File: config.mk
export PLATFORM = sky130hd
export DESIGN_NAME = pacc_clksel
export DESIGN_NICKNAME = d
export VERILOG_FILES = /design/src/rtl/pacc_pkg.sv /design/src/rtl/pacc_edge_sync.sv /design/src/rtl/pacc_counter.sv /design/src/rtl/pacc_flags.sv /design/src/rtl/pacc_clkmux.sv /design/src/rtl/pacc_clksel.sv
export SDC_FILE = /design/constraint.sdc
export NUM_CORES = 1
export LEC_CHECK = 0
export ABC_AREA = 1
export BUFFER_PORTS_ARGS = -buffer_cell sky130_fd_sc_hd__buf_2
export CAP_MARGIN = 20
export CORE_ASPECT_RATIO = 1.75
export CORE_MARGIN = 2
export CORE_UTILIZATION = 40
export DETAILED_ROUTE_END_ITERATION = 10
export GPL_TIMING_DRIVEN = 1
export SLEW_MARGIN = 25
export SYNTH_ARGS = -nofsm -noshare
export SYNTH_HDL_FRONTEND = slang
export SYNTH_SLANG_ARGS = --single-unit
File: constraint.sdc
create_clock -name clk -period 3.29 [get_ports clk]
set_input_delay 0.1645 -clock clk [delete_from_list [all_inputs] [get_ports clk]]
set_output_delay 0.1645 -clock clk [all_outputs]
set_load 0.05 [all_outputs]
File: src/rtl/pacc_pkg.sv
package pacc_pkg;
  localparam int DATA_W = 16;
  localparam int ADDR_W = 2;
  localparam int FLG_OVF = 1;
  localparam int FLG_EDGE = 0;
  localparam int NUM_FLG = 2;

  typedef enum logic [ADDR_W-1:0] {
    A_CTRL = 2'd0,
    A_FLAG = 2'd1,
    A_CNT  = 2'd2,
    A_NONE = 2'd3
  } reg_addr_e;

  typedef enum logic [1:0] {
    SEL_PRESC    = 2'b00,
    SEL_PULSE    = 2'b01,
    SEL_DIV_LO   = 2'b10,
    SEL_DIV_FULL = 2'b11
  } clk_sel_e;

  // bit 4:3 select, bit 2 edge irq enable, bit 1 overflow irq enable, bit 0 accumulator enable
  typedef struct packed {
    clk_sel_e sel;
    logic     edge_ie;
    logic     ovf_ie;
    logic     acc_en;
  } ctrl_t;

  localparam int CTRL_W = $bits(ctrl_t);
endpackage

File: src/rtl/pacc_edge_sync.sv
module pacc_edge_sync #(
  parameter int STAGES = 2
) (
  input  logic clk,
  input  logic rst_n,
  input  logic pulse_in,
  output logic rise
);
  localparam int SH_W = STAGES + 1;

  logic [SH_W-1:0] sh_q;

  always_ff @(posedge clk or negedge rst_n) begin
    if (!rst_n) sh_q <= '0;
    else        sh_q <= {sh_q[SH_W-2:0], pulse_in};
  end

  // newest synchronised sample against the one before it
  assign rise = sh_q[STAGES-1] & ~sh_q[STAGES];
endmodule

File: src/rtl/pacc_counter.sv
module pacc_counter #(
  parameter int CNT_W = 16,
  parameter int LO_W  = 8
) (
  input  logic             clk,
  input  logic             rst_n,
  input  logic             step,
  input  logic             ld,
  input  logic [CNT_W-1:0] ld_val,
  output logic [CNT_W-1:0] cnt,
  output logic             lo_carry,
  output logic             wrap
);
  always_ff @(posedge clk or negedge rst_n) begin
    if (!rst_n)    cnt <= '0;
    else if (ld)   cnt <= ld_val;
    else if (step) cnt <= cnt + 1'b1;
  end

  assign lo_carry = step & (&cnt[LO_W-1:0]);
  assign wrap     = step & (&cnt);
endmodule

File: src/rtl/pacc_flags.sv
module pacc_flags #(
  parameter int N = 2
) (
  input  logic         clk,
  input  logic         rst_n,
  input  logic [N-1:0] set,
  input  logic [N-1:0] clr,
  output logic [N-1:0] q
);
  for (genvar i = 0; i < N; i++) begin : g_flag
    always_ff @(posedge clk or negedge rst_n) begin
      if (!rst_n)      q[i] <= 1'b0;
      else if (set[i]) q[i] <= 1'b1;
      else if (clr[i]) q[i] <= 1'b0;
    end
  end
endmodule

File: src/rtl/pacc_clkmux.sv
module pacc_clkmux
  import pacc_pkg::*;
(
  input  logic     acc_en,
  input  clk_sel_e sel,
  input  logic     presc_clk,
  input  logic     pulse_tick,
  input  logic     lo_tick,
  input  logic     full_tick,
  output logic     tmr_clk
);
  always_comb begin
    if (!acc_en) tmr_clk = presc_clk;
    else begin
      unique case (sel)
        SEL_PRESC:    tmr_clk = presc_clk;
        SEL_PULSE:    tmr_clk = pulse_tick;
        SEL_DIV_LO:   tmr_clk = lo_tick;
        SEL_DIV_FULL: tmr_clk = full_tick;
        default:      tmr_clk = presc_clk;
      endcase
    end
  end
endmodule

File: src/rtl/pacc_clksel.sv
module pacc_clksel
  import pacc_pkg::*;
#(
  parameter int SYNC_STAGES = 2,
  parameter int LO_W        = 8
) (
  input  logic                 clk,
  input  logic                 rst_n,
  input  logic                 reg_wr,
  input  logic [ADDR_W-1:0]    reg_addr,
  input  logic [DATA_W-1:0]    reg_wdata,
  output logic [DATA_W-1:0]    reg_rdata,
  input  logic                 pulse_in,
  input  logic                 presc_clk,
  output logic                 tmr_clk,
  output logic                 irq_ovf,
  output logic                 irq_edge
);
  ctrl_t              ctrl_q;
  logic               acc_en;
  logic               pulse_rise;
  logic               cnt_ld;
  logic               flag_wr;
  logic               step;
  logic               lo_carry;
  logic               wrap;
  logic [DATA_W-1:0]  cnt_q;
  logic [NUM_FLG-1:0] flag_q;
  logic [NUM_FLG-1:0] flag_set;
  logic [NUM_FLG-1:0] flag_clr;

  assign acc_en  = ctrl_q.acc_en;
  assign cnt_ld  = reg_wr && (reg_addr == A_CNT);
  assign flag_wr = reg_wr && (reg_addr == A_FLAG);
  assign step    = pulse_rise & acc_en & ~cnt_ld;

  always_ff @(posedge clk or negedge rst_n) begin
    if (!rst_n) ctrl_q <= '0;
    else if (reg_wr && (reg_addr == A_CTRL)) ctrl_q <= ctrl_t'(reg_wdata[CTRL_W-1:0]);
  end

  pacc_edge_sync #(.STAGES(SYNC_STAGES)) u_sync (
    .clk(clk), .rst_n(rst_n), .pulse_in(pulse_in), .rise(pulse_rise)
  );

  pacc_counter #(.CNT_W(DATA_W), .LO_W(LO_W)) u_cnt (
    .clk(clk), .rst_n(rst_n), .step(step), .ld(cnt_ld), .ld_val(reg_wdata),
    .cnt(cnt_q), .lo_carry(lo_carry), .wrap(wrap)
  );

  always_comb begin
    flag_set           = '0;
    flag_set[FLG_OVF]  = wrap;
    flag_set[FLG_EDGE] = step;
    flag_clr           = flag_wr ? reg_wdata[NUM_FLG-1:0] : '0;
  end

  pacc_flags #(.N(NUM_FLG)) u_flg (
    .clk(clk), .rst_n(rst_n), .set(flag_set), .clr(flag_clr), .q(flag_q)
  );

  pacc_clkmux u_mux (
    .acc_en(acc_en), .sel(ctrl_q.sel), .presc_clk(presc_clk),
    .pulse_tick(step), .lo_tick(lo_carry), .full_tick(wrap), .tmr_clk(tmr_clk)
  );

  assign irq_ovf  = flag_q[FLG_OVF] & ctrl_q.ovf_ie;
  assign irq_edge = flag_q[FLG_EDGE] & ctrl_q.edge_ie;

  always_comb begin
    reg_rdata = '0;
    unique case (reg_addr)
      A_CTRL:  reg_rdata[CTRL_W-1:0]  = ctrl_q;
      A_FLAG:  reg_rdata[NUM_FLG-1:0] = flag_q;
      A_CNT:   reg_rdata              = cnt_q;
      default: reg_rdata              = '0;
    endcase
  end
endmodule

Word level (Yosys, flattened, before mapping)
Index checks and enable logic that the tools add are counted.
Widths: inputs -> output; s select.
{"block": "totals", "register_bits": 26, "input_bits": 23, "out_inout_bits": 19, "wordCells": 45}
{"block": "classes", "addsub": 1, "n_eq_ne": 5, "mux": 12, "bitwise": 9, "reduce_logical": 10}
{"op": "$mux 16", "n": 2}
{"op": "$add 16x1->16 const B", "n": 1}
{"op": "$reduce_and 16->1", "n": 1}
{"op": "$mux 11", "n": 1}
{"op": "$reduce_and 8->1", "n": 1}
{"op": "$and 1x1->1", "n": 7}
{"op": "$eq 2x2->1 const B", "n": 3}
{"op": "$pmux 2 s3", "n": 1}
{"op": "$pmux 3 s2", "n": 1}
{"op": "$reduce_bool 2->1", "n": 3}
{"op": "$mux 1", "n": 5}
{"op": "$eq 2x1->1 const B", "n": 2}
{"op": "$logic_not 2->1", "n": 2}
{"op": "$pmux 1 s4", "n": 1}
{"op": "$logic_and 1x1->1", "n": 3}
{"op": "$mux 2", "n": 1}
{"op": "$not 1->1", "n": 2}

Longest topological paths before layout
{"block": "depth", "word_depth": 7, "ltp_mapped": 9, "ltp_nobuf": 9}

Modules after synthesis
From an unflattened synthesis, not the netlist that was laid out.
{"block": "unflattened", "hier_cells": 251, "hier_area_um2": 1750.4}
{"mod": "pacc_counter", "n_inst": 1, "cells_each": 142, "area_per_inst_um2": 1061.0, "seq_area_each_um2": 400.4}
{"mod": "pacc_clksel", "n_inst": 1, "cells_each": 83, "area_per_inst_um2": 476.7, "seq_area_each_um2": 125.1}
{"mod": "pacc_edge_sync", "n_inst": 1, "cells_each": 5, "area_per_inst_um2": 85.1, "seq_area_each_um2": 75.1}
{"mod": "pacc_flags", "n_inst": 1, "cells_each": 10, "area_per_inst_um2": 80.1, "seq_area_each_um2": 50.0}
{"mod": "pacc_clkmux", "n_inst": 1, "cells_each": 11, "area_per_inst_um2": 47.5, "seq_area_each_um2": 0.0}

Worst setup path before layout
OpenSTA, ideal clock, no wires.
{"block": "synth_path", "path_kind": "register to output", "startpoint": "reg u_cnt.cnt[0]", "endpoint": "out tmr_clk", "arrival_ps": 1555, "setup_slack_ps": 1571, "path_stages_with_launch": 8, "path_cell_list": "dfrtp_1 ha_1 nand2_2 nor2_4 nand2_2 nor2_4 nand2_2 a21oi_2"}
{"block": "synth_between", "elab_chain_cells": 4}
{"item": "from (decl)", "line_no": "pacc_counter.sv:10", "text": "output logic [CNT_W-1:0] cnt,"}
{"item": "from (signal assigned)", "line_no": "pacc_counter.sv:16", "text": "else if (ld) cnt <= ld_val;"}
{"item": "from (signal assigned)", "line_no": "pacc_counter.sv:17", "text": "else if (step) cnt <= cnt + 1'b1;"}
{"item": "$reduce_and 16->1 or $reduce_and 8->1 (tied branches)", "line_no": "pacc_counter.sv:21, pacc_counter.sv:20"}
{"item": "$and 1x1->1 (on tied branches)", "line_no": "pacc_counter.sv:21, pacc_counter.sv:20"}
{"item": "$pmux 1 s4 *", "line_no": "pacc_clkmux.sv:15", "text": "unique case (sel)"}
{"item": "$mux 1 *", "line_no": "pacc_clkmux.sv:13", "text": "if (!acc_en) tmr_clk = presc_clk;"}
{"item": "to (decl)", "line_no": "pacc_clksel.sv:15", "text": "output logic tmr_clk,"}
Mark *: on every way between the ends. The rest lies on a longest branch, timed or not.

Worst setup path after layout
{"block": "layout_path", "startpoint": "reg u_cnt.cnt[1]", "endpoint": "out tmr_clk"}
The elaborated chain is that of the path after synthesis.

==> impl_metrics.csv <==
group,metric,value,unit
critical_path,reg2reg_from,"u_cnt.cnt[1]",
detailed_routing,drc_errors,0,
detailed_routing,drt_first_iter_violations,27,
critical_path,arrival,1.83,ns
cts,cts.sink_count,26,
detailed_routing,dr_total_vias,1655,
power_and_ir_drop,p_per_area,512,mW/mm²
sta,timing_hold_violations_final,0,
placement,placement.cell_area,0.00195,mm²
grt,aggregate_global_routing_overflow,0,
sta,post-route-period-util,60.5,%
cts,cts.path.max_buffers,2,
final_layout,mostFrequentLayoutCell,"nand2_1",
sta,final.setup.tns,0,ns
critical_path,slowest_cp_cell,"dfrtp_1",
placement,place_ws,1.60,ns
sta,setup_ws,1.30,ns
sta,clock_skew,0.00781,ns
sta,worst_slew_margin_rel,58.8,%
power_and_ir_drop,combinationalPowerShare,36.2,%
sta,max_freq,502,MHz
final_layout,nNetsFinal,313,
critical_path,ff2ff_setup_slack,1.84,ns
power_and_ir_drop,power.clock.fraction,20.4,%
floorplanning,die_width,53.4,µm
status,run_status,"finished, final reports clean",
critical_path,timing.critical_path.from_type,"flop",
detailed_routing,detail_route.wl_per_cell,13.2,µm
floorplanning,core_region_area,0.00411,mm²
placement,detailed_place_hpwl,3.48,mm
critical_path,worst_path_most_repeated_cell,"nand2_2",
cts,htreeDepth,1,
final_layout,antenna-diode-count,0,
critical_path,critical_path_start_end_classification,"reg -> out",
final_layout,filler_cells_inserted,469,
final_layout,post_route_cells_drive_above_1_share,22.6,%
detailed_routing,wirelength,4.45,mm
grt,gr-usage-all-layers,20.9,%
power_and_ir_drop,power.switching_fraction,41.6,%
power_and_ir_drop,p_leak,1.05,nW
critical_path,crit_path_end_kind,"primary output",
job,max_cap_violations,0,
synthesis,post_synth_instance_area,0.00171,mm²
synthesis,syn_inst,244,
synthesis,synth.lib_cells_used.distinct,26,
critical_path,critical_path_peak_fanout,5,
grt,antenna_found_initial,0,
cts,cts.clk_slew.worst_paths,0.10,ns
synthesis,ys_seq_area_share,38.1,%
cts,cts_resized,0,
cts,cts_post_setup_buffers_inserted,0,
detailed_routing,detail_route.vias_per_cell,4.91,
cts,cts_buffers,3,
sta,time_the_worst_path_needs_with_i_o_delays_and_setup,1.99,ns
power_and_ir_drop,internal_power,0.606,mW
power_and_ir_drop,p_seq_share,43.3,%
placement,place.gp.congestion,0.816,
synthesis,synth_nets,268,
final_layout,syn_to_final_growth,18.4,%
critical_path,timing.rr.end,"u_cnt.cnt[14]",
cts,root_buffer,"clkbuf_8",
grt,global_route_wire_length_before_repair,7.48,mm
synthesis,synth-warning-count,0,
cts,cts_tree,"yes",
worst_hold_path,timing.hold.worst_path_depth,3,
sta,worstMarginPinSlew,0.618,ns
placement,portBuffers,41,
synthesis,avgSynthCellArea,7.00,µm²
critical_path,worstPathRequired,3.13,ns
floorplanning,starting_utilization_of_the_core_area,41.6,%
detailed_routing,ant_nets,0,
power_and_ir_drop,power.net_switching,0.431,mW
detailed_routing,drt-pass1-iter-count,4,
critical_path,critical_path.cell_chain,"ha_1, nand2_2, nor2_4, nand2_2, nor2_4, nand2_2, a21oi_2, buf_2",
floorplanning,die-area,0.00483,mm²
synthesis,register_bit_count_reported_by_yosys,26,
cts,worstSkewPairLatency,0.28,ns
final_layout,layout.cells.most_common_list,"nand2_1 (72), buf_2 (41), inv_1 (37), nor2_1 (31), dfrtp_1 (26)",
worst_hold_path,worstHoldEndpoint,"u_cnt.cnt[12]",
worst_hold_path,min_path_type,"in -> reg",
final_layout,final_core_util,49.2,%
grt,grt_start_max_net_pins,27,
grt,vias_in_the_first_global_route,1590,
floorplanning,chipHeight,90.5,µm
cts,number_of_hold_buffers_added_after_cts,2,
sta,final-setup-viol-count,0,
floorplanning,pin_count,42,
floorplanning,rows,31,
sta,unrepaired_setup_endpoints_after_global_routing,"false",
sta,slew_viol_final,0,
worst_hold_path,worst_hold_startpoint,"reg_wdata[12]",
critical_path,worst_r2r_path_depth,8,
critical_path,cpPeakStageDelay,0.42,ns
power_and_ir_drop,vdd.ir_drop.worst,0.295,mV
final_layout,final_design_area_no_fill,0.00202,mm²
[layout make-up]
type                            instances  area, µm²  share of cell area, %
Clock buffer                            4       55.1                   2.72
Inverter                               41        154                   7.61
Sequential cell                        26        651                   32.2
Timing Repair Buffer                   43        225                   11.1
Tap cell                               49       61.3                   3.03
Multi-Input combinational cell        174        877                   43.4
[kinds of logic after synthesis]
| group | after synthesis | share of synthesized area (%) |
|---|---|---|
| DFF | 26 | 38.1 |
| AOI/OAI and AO/OA | 32 | 12.0 |
| xor gates and xnor gates | 5 | 2.56 |
| buffers and inverters | 44 | 10.6 |
| and+or+nand+nor | 136 | 36.0 |
| adders and majority gates | 1 | 0.732 |
[layer usage]
| layer | vias up | share of wire (%) | GRT usage (%) |
|---|---|---|---|
| met3 | 10 | 3.5 | 1.49 |
| met2 | 41 | 55 | 37.3 |
| li1 | 851 | - | - |
| met5 | - | 0 | 0 |
| met1 | 753 | 39 | 23.4 |
| met4 | 0 | 3.2 | 10.0 |
[critical path: cells and delay by family, from the launching register on]
family          cells  cell delay [ns]
compound gates      1             0.09
flops               1             0.42
fa+ha+maj           1             0.22
simple gates        5             0.57
buf+inv             1             0.26
[worst max path at each step]
| stage | cells after the start | from | end |
|---|---|---|---|
| final | 8 | u_cnt.cnt[1] | tmr_clk |
| after global routing | 8 | u_cnt.cnt[0] | tmr_clk |
| after CTS | 8 | u_cnt.cnt[1] | tmr_clk |
| after detailed placement | 8 | u_cnt.cnt[0] | tmr_clk |
| after global placement | 8 | u_cnt.cnt[0] | tmr_clk |
| after floorplan | 7 | u_cnt.cnt[0] | tmr_clk |
[power groups by stage]
stage | registers, mW | clock network, mW | logic [mW]
2_1_floorplan | 0.437 | 0 | 0.295
3_3_place_gp | 0.454 | 0 | 0.373
3_5_place_dp | 0.457 | 0 | 0.376
4_1_cts | 0.450 | 0.221 | 0.380
5_1_grt | 0.462 | 0.228 | 0.419
6_report | 0.449 | 0.212 | 0.376
[state kept, by name, indices dropped and copies added, names as in the netlist]
register / flops
ctrl_q: 4
u_sync.sh_q: 3
u_cnt.cnt: 16
u_flg.q: 2
acc_en: 1
[per-stage QoR]
step           hold slack (ns)  power [mW]  instances
2_1_floorplan           -0.131       0.731        244
3_3_place_gp             0.218       0.828        331
3_5_place_dp             0.212       0.832        331
4_1_cts                  0.102        1.05        337
5_1_grt                  0.121        1.11        337
6_report                 0.103        1.04        337
[cell usage after synthesis]
cell type | instances | share of area (%)
nand2_1 | 72 | 16
inv_1 | 37 | 8.1
nor2_1 | 31 | 6.8
dfrtp_1 | 26 | 38
nand3_1 | 17 | 5.0
o21ai_0 | 16 | 4.7
nand2_2 | 5 | 1.8
inv_2 | 4 | 0.88
nor2_4 | 4 | 2.6
o211ai_1 | 4 | 1.8
xor2_1 | 4 | 2.0
a21oi_1 | 3 | 0.88
nand4_1 | 3 | 1.1
o221ai_1 | 3 | 1.5
buf_6 | 2 | 1.3
nand2_4 | 2 | 1.3
o22ai_1 | 2 | 0.73
a21oi_2 | 1 | 0.51
a22o_1 | 1 | 0.51
buf_2 | 1 | 0.29
ha_1 | 1 | 0.73
nor2_2 | 1 | 0.37
nor2_8 | 1 | 1.2
o21ai_2 | 1 | 0.51
o221ai_2 | 1 | 0.88
xnor2_1 | 1 | 0.51
Note: power is estimated with default switching activity, not from simulation.
